## src/rtl/rc_irq_pkg.sv

```systemverilog
package rc_irq_pkg;

    typedef enum logic [1:0] {
        MODE_INTX = 2'd0,
        MODE_MSI  = 2'd1,
        MODE_MSIX = 2'd2,
        MODE_BAD  = 2'd3
    } irq_mode_e;

    // Port-wide signalling mode: a port either uses messages for all
    // sources or legacy wire for all sources.
    function automatic irq_mode_e pick_mode(input logic msi, input logic msix,
                                            input logic msg_allowed);
        if (!msg_allowed)      return MODE_INTX;
        else if (msi && msix)  return MODE_BAD;
        else if (msi)          return MODE_MSI;
        else if (msix)         return MODE_MSIX;
        else                   return MODE_INTX;
    endfunction

    function automatic logic is_msg(input irq_mode_e m);
        return (m == MODE_MSI) || (m == MODE_MSIX);
    endfunction

endpackage

```

## src/rtl/rc_irq_mode_dec.sv

```systemverilog
module rc_irq_mode_dec
    import rc_irq_pkg::*;
#(
    parameter int              N_SRC       = 3,
    parameter bit              FORCE_INTX  = 1'b0,
    parameter logic [N_SRC-1:0] SRC_MSG_CAP = '1
) (
    input  logic      msi_enable,
    input  logic      msix_enable,
    output irq_mode_e mode
);
    localparam bit MSG_ALLOWED = !FORCE_INTX && (&SRC_MSG_CAP);

    always_comb mode = pick_mode(msi_enable, msix_enable, MSG_ALLOWED);
endmodule

```

## src/rtl/rc_irq_edge.sv

```systemverilog
module rc_irq_edge
    import rc_irq_pkg::*;
#(
    parameter int N_SRC        = 3,
    parameter bit MSI_MASK_CAP = 1'b1
) (
    input  logic             clk,
    input  logic             rst,
    input  irq_mode_e        mode,
    input  logic [N_SRC-1:0] src_status,
    input  logic [N_SRC-1:0] src_enable,
    input  logic [N_SRC-1:0] vec_mask,
    input  logic [N_SRC-1:0] take,
    output logic [N_SRC-1:0] pending,
    output logic             flush
);
    logic [N_SRC-1:0] cond;
    logic [N_SRC-1:0] cond_q;
    logic [N_SRC-1:0] pend_q;
    irq_mode_e        mode_q;

    // Any mode change or non-message mode drops history and queued work.
    assign flush = !is_msg(mode) || (mode != mode_q);

    for (genvar i = 0; i < N_SRC; i++) begin : g_cond
        logic unmasked;
        always_comb begin
            if (mode == MODE_MSI)
                unmasked = (MSI_MASK_CAP == 1'b0) || !vec_mask[0];
            else
                unmasked = !vec_mask[i];
            cond[i] = is_msg(mode) && src_status[i] && src_enable[i] && unmasked;
        end
    end

    always_ff @(posedge clk) begin
        if (rst) begin
            cond_q <= '0;
            pend_q <= '0;
            mode_q <= MODE_INTX;
        end else begin
            mode_q <= mode;
            if (flush) begin
                cond_q <= '0;
                pend_q <= '0;
            end else begin
                cond_q <= cond;
                pend_q <= (pend_q & ~take) | (cond & ~cond_q);
            end
        end
    end

    assign pending = pend_q;
endmodule

```

## src/rtl/rc_irq_issue.sv

```systemverilog
module rc_irq_issue
    import rc_irq_pkg::*;
#(
    parameter int N_SRC = 3,
    parameter int N_VEC = 8
) (
    input  logic             clk,
    input  logic             rst,
    input  irq_mode_e        mode,
    input  logic             flush,
    input  logic [N_SRC-1:0] pending,
    input  logic             msg_ready,
    output logic [N_SRC-1:0] take,
    output logic             msg_valid,
    output logic [((N_VEC > 1) ? $clog2(N_VEC) : 1)-1:0] msg_vector
);
    localparam int SRC_W = (N_SRC > 1) ? $clog2(N_SRC) : 1;
    localparam int VEC_W = (N_VEC > 1) ? $clog2(N_VEC) : 1;

    logic [SRC_W-1:0] pick;
    logic             any_pend;
    logic             load;
    logic             out_v;
    logic [VEC_W-1:0] out_vec;

    always_comb begin
        pick = '0;
        for (int i = N_SRC - 1; i >= 0; i--) begin
            if (pending[i]) pick = SRC_W'(i);
        end
    end

    assign any_pend = |pending;
    assign load     = !out_v || msg_ready;
    assign take     = (load && !flush) ? ((N_SRC'(1) << pick) & pending) : '0;

    always_ff @(posedge clk) begin
        if (rst || flush) begin
            out_v   <= 1'b0;
            out_vec <= '0;
        end else if (load) begin
            out_v   <= any_pend;
            out_vec <= (mode == MODE_MSIX) ? VEC_W'(pick) : '0;
        end
    end

    assign msg_valid  = out_v;
    assign msg_vector = out_vec;
endmodule

```

## src/rtl/rc_irq_select.sv

```systemverilog
module rc_irq_select
    import rc_irq_pkg::*;
#(
    parameter int               N_SRC        = 3,
    parameter int               N_VEC        = 8,
    parameter bit               MSI_MASK_CAP = 1'b1,
    parameter bit               FORCE_INTX   = 1'b0,
    parameter logic [N_SRC-1:0] SRC_MSG_CAP  = '1
) (
    input  logic             clk,
    input  logic             rst,
    input  logic [N_SRC-1:0] src_status,
    input  logic [N_SRC-1:0] src_enable,
    input  logic             msi_enable,
    input  logic             msix_enable,
    input  logic [N_SRC-1:0] vec_mask,
    input  logic             intx_disable,
    input  logic             msg_ready,
    output logic             intx_out,
    output logic             msg_valid,
    output logic [((N_VEC > 1) ? $clog2(N_VEC) : 1)-1:0] msg_vector
);
    irq_mode_e        mode;
    logic [N_SRC-1:0] pending;
    logic [N_SRC-1:0] take;
    logic             flush;
    logic             intx_q;

    rc_irq_mode_dec #(
        .N_SRC(N_SRC), .FORCE_INTX(FORCE_INTX), .SRC_MSG_CAP(SRC_MSG_CAP)
    ) u_dec (
        .msi_enable(msi_enable), .msix_enable(msix_enable), .mode(mode)
    );

    rc_irq_edge #(.N_SRC(N_SRC), .MSI_MASK_CAP(MSI_MASK_CAP)) u_edge (
        .clk(clk), .rst(rst), .mode(mode),
        .src_status(src_status), .src_enable(src_enable), .vec_mask(vec_mask),
        .take(take), .pending(pending), .flush(flush)
    );

    rc_irq_issue #(.N_SRC(N_SRC), .N_VEC(N_VEC)) u_issue (
        .clk(clk), .rst(rst), .mode(mode), .flush(flush),
        .pending(pending), .msg_ready(msg_ready), .take(take),
        .msg_valid(msg_valid), .msg_vector(msg_vector)
    );

    always_ff @(posedge clk) begin
        if (rst) intx_q <= 1'b0;
        else     intx_q <= (mode == MODE_INTX) && !intx_disable &&
                           (|(src_status & src_enable));
    end

    assign intx_out = intx_q;
endmodule

```

## config.mk

```make
export PLATFORM = sky130hd
export DESIGN_NAME = rc_irq_select
export DESIGN_NICKNAME = d
export VERILOG_FILES = /design/src/rtl/rc_irq_pkg.sv /design/src/rtl/rc_irq_mode_dec.sv /design/src/rtl/rc_irq_edge.sv /design/src/rtl/rc_irq_issue.sv /design/src/rtl/rc_irq_select.sv
export SDC_FILE = /design/constraint.sdc
export NUM_CORES = 1
export LEC_CHECK = 0
export BUFFER_PORTS_ARGS = -buffer_cell sky130_fd_sc_hd__buf_2
export CORE_AREA = 2 2 39 41
export DETAILED_ROUTE_END_ITERATION = 10
export DIE_AREA = 0 0 41 43
export GPL_ROUTABILITY_DRIVEN = 0
export PLACE_DENSITY = 0.82
export RECOVER_POWER = 50
export SYNTH_ARGS = -nofsm -noshare
export SYNTH_HDL_FRONTEND = slang
export SYNTH_SLANG_ARGS = --single-unit
```

## constraint.sdc

```tcl
create_clock -name clk -period 2.05 [get_ports clk]
set_input_delay 0.41 -clock clk [delete_from_list [all_inputs] [get_ports clk]]
set_output_delay 0.41 -clock clk [all_outputs]
set_load 0.01 [all_outputs]
```

After elaboration in Yosys (flattened, before gate mapping)
Cells that the tools add are included.
{ "totals": {"register_bits": 13, "input_bits": 15, "elab_cells": 55} }
{ "op_classes": {"eq_ne": 3, "n_shift": 1, "muxes": 10, "bitwise_logic": 7, "n_reduce_logical": 28} }
{ "op_table": {"columns": ["operator", "count"], "rows": [
  ["2-bit two-way mux", 7],
  ["1-bit logical AND", 13],
  ["3-bit bitwise AND", 4],
  ["1-bit zero test", 7],
  ["3-bit NOT", 2],
  ["3-bit OR reduction", 2],
  ["1-bit logical OR", 4],
  ["3-bit two-way mux", 1],
  ["3-bit OR", 1],
  ["1-bit by 2-bit << shifter with 3-bit output, first input constant", 1],
  ["2-bit by 1-bit == test with 1-bit output, second input constant", 1],
  ["2-bit == test, second input constant", 1],
  ["2-bit zero test", 1],
  ["1-bit two-way mux", 2],
  ["2-bit inequality test", 1],
  ["2-bit OR reduction", 1]
]} }

Logic depth before layout (Yosys ltp)
{ "depth": {"ltp_word": 13, "ltp_mapped": 5, "ltp_nobuf": 5} }

Cells and area by module
A second synthesis with hierarchy kept.
{ "hier_totals": {"cells_unflattened": 63, "area_unflattened_um2": 595.6} }
{ "modules_own_cells": {"columns": ["mod", "n_inst", "cells_per_inst", "area_each_um2"], "rows": [
  ["rc_irq_edge", 1, 36, 350.3],
  ["rc_irq_issue", 1, 21, 196.4],
  ["rc_irq_select", 1, 4, 41.3],
  ["rc_irq_mode_dec", 1, 2, 7.5]
]} }

Worst setup path after synthesis
OpenSTA, ideal clock, no wires.
{ "synth_timing": {"path_type": "input to register", "from": "input msi_enable", "to": "register u_edge.cond_q[1]", "setup_ns": 0.116, "t_arrival_ns": 1.439, "required_ns": 1.934, "path_slack_ns": 0.496, "cell_stages": 5, "path_buffers": 0, "path_cell_list": "inv_1 > ha_1 > o21a_1 > o2111ai_2 > and3b_1"} }
{ "synth_between": {"elab_chain_len": 7} }
{ "synth_rtl": {"columns": ["item", "line", "rtl"], "rows": [
  ["start: declaration", "rc_irq_select.sv:14", "input logic msi_enable,"],
  ["2-bit two-way mux / 1-bit logical AND (equally long branches)", "rc_irq_pkg.sv:16, rc_irq_pkg.sv:15", null],
  ["2-bit two-way mux (*)", "rc_irq_pkg.sv:15", "else if (msi && msix) return MODE_BAD;"],
  ["2-bit by 1-bit == test with 1-bit output / 2-bit == test (equally long branches)", "rc_irq_pkg.sv:22, rc_irq_edge.sv:28", null],
  ["1-bit logical OR", "rc_irq_pkg.sv:22", "return (m == MODE_MSI) || (m == MODE_MSIX);"],
  ["1-bit zero test / 1-bit logical AND (equally long branches)", "rc_irq_edge.sv:23, rc_irq_edge.sv:32", null],
  ["1-bit logical OR / 1-bit logical AND (equally long branches)", "rc_irq_edge.sv:23, rc_irq_edge.sv:32", null],
  ["2-bit OR reduction (no source line) / 1-bit logical AND (equally long branches)", null, null],
  ["end signal: assignment", "rc_irq_edge.sv:47", "cond_q <= cond;"],
  ["end: declaration", "rc_irq_edge.sv:18", "logic [N_SRC-1:0] cond_q;"]
]} }
Every way passes the cells marked *; elsewhere a longest branch is shown, timed or not.
A chain may end at the register's enable or synchronous reset.

Worst setup path after layout
{ "layout_timing": {"from": "input msi_enable", "to": "register u_edge.cond_q[2]"} }
Same word-level chain as after synthesis.

==> impl_metrics.toml <==
[power]
worst_ir_drop_vdd_mv = 0.277
p_leak_nw = 0.293
power_density_nw_per_um2 = 628

[timing]
max_freq_mhz = 584
finalMaxSlewViolations = 0
whs_ns = 0.346
timing.final.crit_period_ns = 1.71
fin_setup_tns_ns = 0
setup_viol = 0
skew_ns = 0.000627
fin_crit_sh_pct = 83.5
rsz0062_at_grt = "no"
hold_viol = 0

[detailed_routing]
dr_total_vias = 502
antenna_left = 0
drt_wl_total_mm = 1.14
route.detailed.drc = 0
wl_per_cell_um = 11.6
dr.pass1.iters = 6
via_per_inst = 5.12
drtIter0Drc = 7

[clocking]
cts_buffer_depth = 2
cts_resized = 0
cts_buffers = 3
path_clk_slew_ns = 0.07
cts_max_level = 1
cts_setup_buffers = 0
cts_sinks = 12
ctsHoldBuffers = 0
cts_tree = "yes"
clk_latency_ns = 0.26
clock-root-buffer = "clkbuf_4"

[finish]
area_growth_pct = 19.7
fin_area_um2 = 691
nNetsFinal = 103
antennaDiodeCount = 0
drive_gt1_share_pct = 26.8
fillers = 133

[outcome]
status = "finished clean"

[min_path]
whs_path_depth = 2
min_from = "rst"
hold_path_end = "u_edge.mode_q[1]"
hold_path.class = "input pin to register"

[logic_synthesis]
netlist_area_um2 = 577
syn_area_per_cell_um2 = 9.16
synth_cell_types = 27
synthCells = 63
synth_seq_area_share_pct = 41.6
ys_ff_latch = 12
yosysWarnings = 0
synth_nets = 82

[floorplan]
fp-row-count = 14
initial_core_util_pct = 41.7
core_area_um2 = 1380
dieArea_um2 = 1760
pin_count = 20
die_w_um = 41
die_y_um = 43

[placement]
dp_hpwl_um = 872
dpl_cell_area_um2 = 674
port_buffers = 18

[global_routing]
grt_pass1_vias = 487
grt_max_degree = 10
grtUsageTotal_pct = 15.2
antenna_found_initial = 0
grt_overflow_total = 0
grt_pass1_wl_mm = 1.86

[run]
cap_violations = 0

[critical_path]
worstPathArrival_ns = 1.89
r2r-start = "u_edge.mode_q[1]"
critPathRequiredTime_ns = 2.23
reg2reg_slack_ns = 0.79
critPathMaxFanout = 9
r2r_cells = 3
critical_path_class = "input pin to register"
r2r_end = "u_edge.cond_q[2]"
end_kind = "register"
worst_setup_path_start_kind = "input pin"
-- cell usage after synthesis, drive strengths merged --
cell     count  area, µm²
dfxtp       12        240
nor2         9       33.8
nand2        8       30.0
a21oi        4       23.8
ha           4       50.1
inv          3       11.3
nor2b        3       18.8
or4b         2       20.0
a21boi       1       11.3
a2bb2oi      1       8.76
a31oi        1       6.26
and3b        1       8.76
buf          1       7.51
clkbuf       1       5.00
conb         1       3.75
nand4b       1       8.76
nor3         1       5.00
nor4         1       6.26
nor4b        1       15.0
o2111ai      1       15.0
o21a         1       7.51
o21ai        1       5.00
o31ai        1       7.51
or3          1       7.51
or4          1       11.3
xnor2        1       8.76
-- final cells by class --
cell class	instances	area (µm²)	area share, %
clock buffers	3	22.5	3.26
inverters	3	11.3	1.63
multi-input cells	46	313	45.3
flip-flops and latches	12	240	34.8
well taps	16	20.0	2.90
repair buffers	18	83.8	12.1
-- stage by stage --
step                      utilization (%)  std cells  power [mW]  worst slack [ns]
after floorplan                         -         63       0.277             0.496
after global placement               48.7         95       0.297             0.236
after detailed placement             48.7         95       0.298             0.198
after CTS                            50.4         98       0.435             0.450
after global routing                 49.9         98       0.448             0.184
final                                49.9         98       0.434             0.339
-- cell usage in the layout, fill, tap and decap left out, types with 3 or more instances in the layout --
cell type	count
buf_2	13
dfxtp_1	12
nor2_1	9
ha_1	4
a21oi_1	3
nand2_1	8
nor2b_1	3
clkbuf_4	3
inv_1	3
clkbuf_1	5
-- state kept, by name, summed over array words and instances, names as in the netlist --
register and cells:
u_edge.cond_q 3, u_issue.msg_valid 1, u_issue.msg_vector 2, u_edge.pending 3
u_edge.mode_q 2, intx_out 1
-- kinds of logic after synthesis --
kind of cell / synth area share (%)
AOI/OAI and AO/OA: 14.8
xor gates and xnor gates: 1.52
adders and majority gates: 8.68
buffers and inverters: 4.12
DFF: 41.6
other: 0.650
and+or+nand+nor: 28.6
-- worst max path at each step --
stage,from,end,slack (ns),cells past startpoint
finish,msi_enable,u_edge.cond_q[2],0.34,6
global route,msi_enable,u_edge.cond_q[2],0.18,6
CTS,msi_enable,u_edge.cond_q[2],0.45,6
detailed placement,msi_enable,u_edge.cond_q[1],0.20,6
global placement,msi_enable,u_edge.cond_q[1],0.24,6
floorplan,msi_enable,u_edge.cond_q[1],0.50,5
-- power breakdown --
group	internal [mW]	leakage, nW	switching, mW
logic	0.0259	0.182	0.0289
clock network	0.0678	0.0138	0.0726
registers	0.237	0.0973	0.00222
-- layer usage --
layer / share of wire, % / global-route usage [%] / wire (µm)
met2: 51 / 26.3 / 580
met1: 42 / 17.8 / 483
met3: 5.3 / 1.57 / 60
met4: 1.1 / 6.00 / 13
met5: 0 / 0 / 0
-- worst max-delay path: stages --
cell and delay (ns):
clkbuf_1 0.20, inv_1 0.10, ha_1 0.27, nor3_1 0.28, o2111ai_2 0.30, nor4b_2 0.33
No activity file was read; power rests on OpenSTA's default activity.
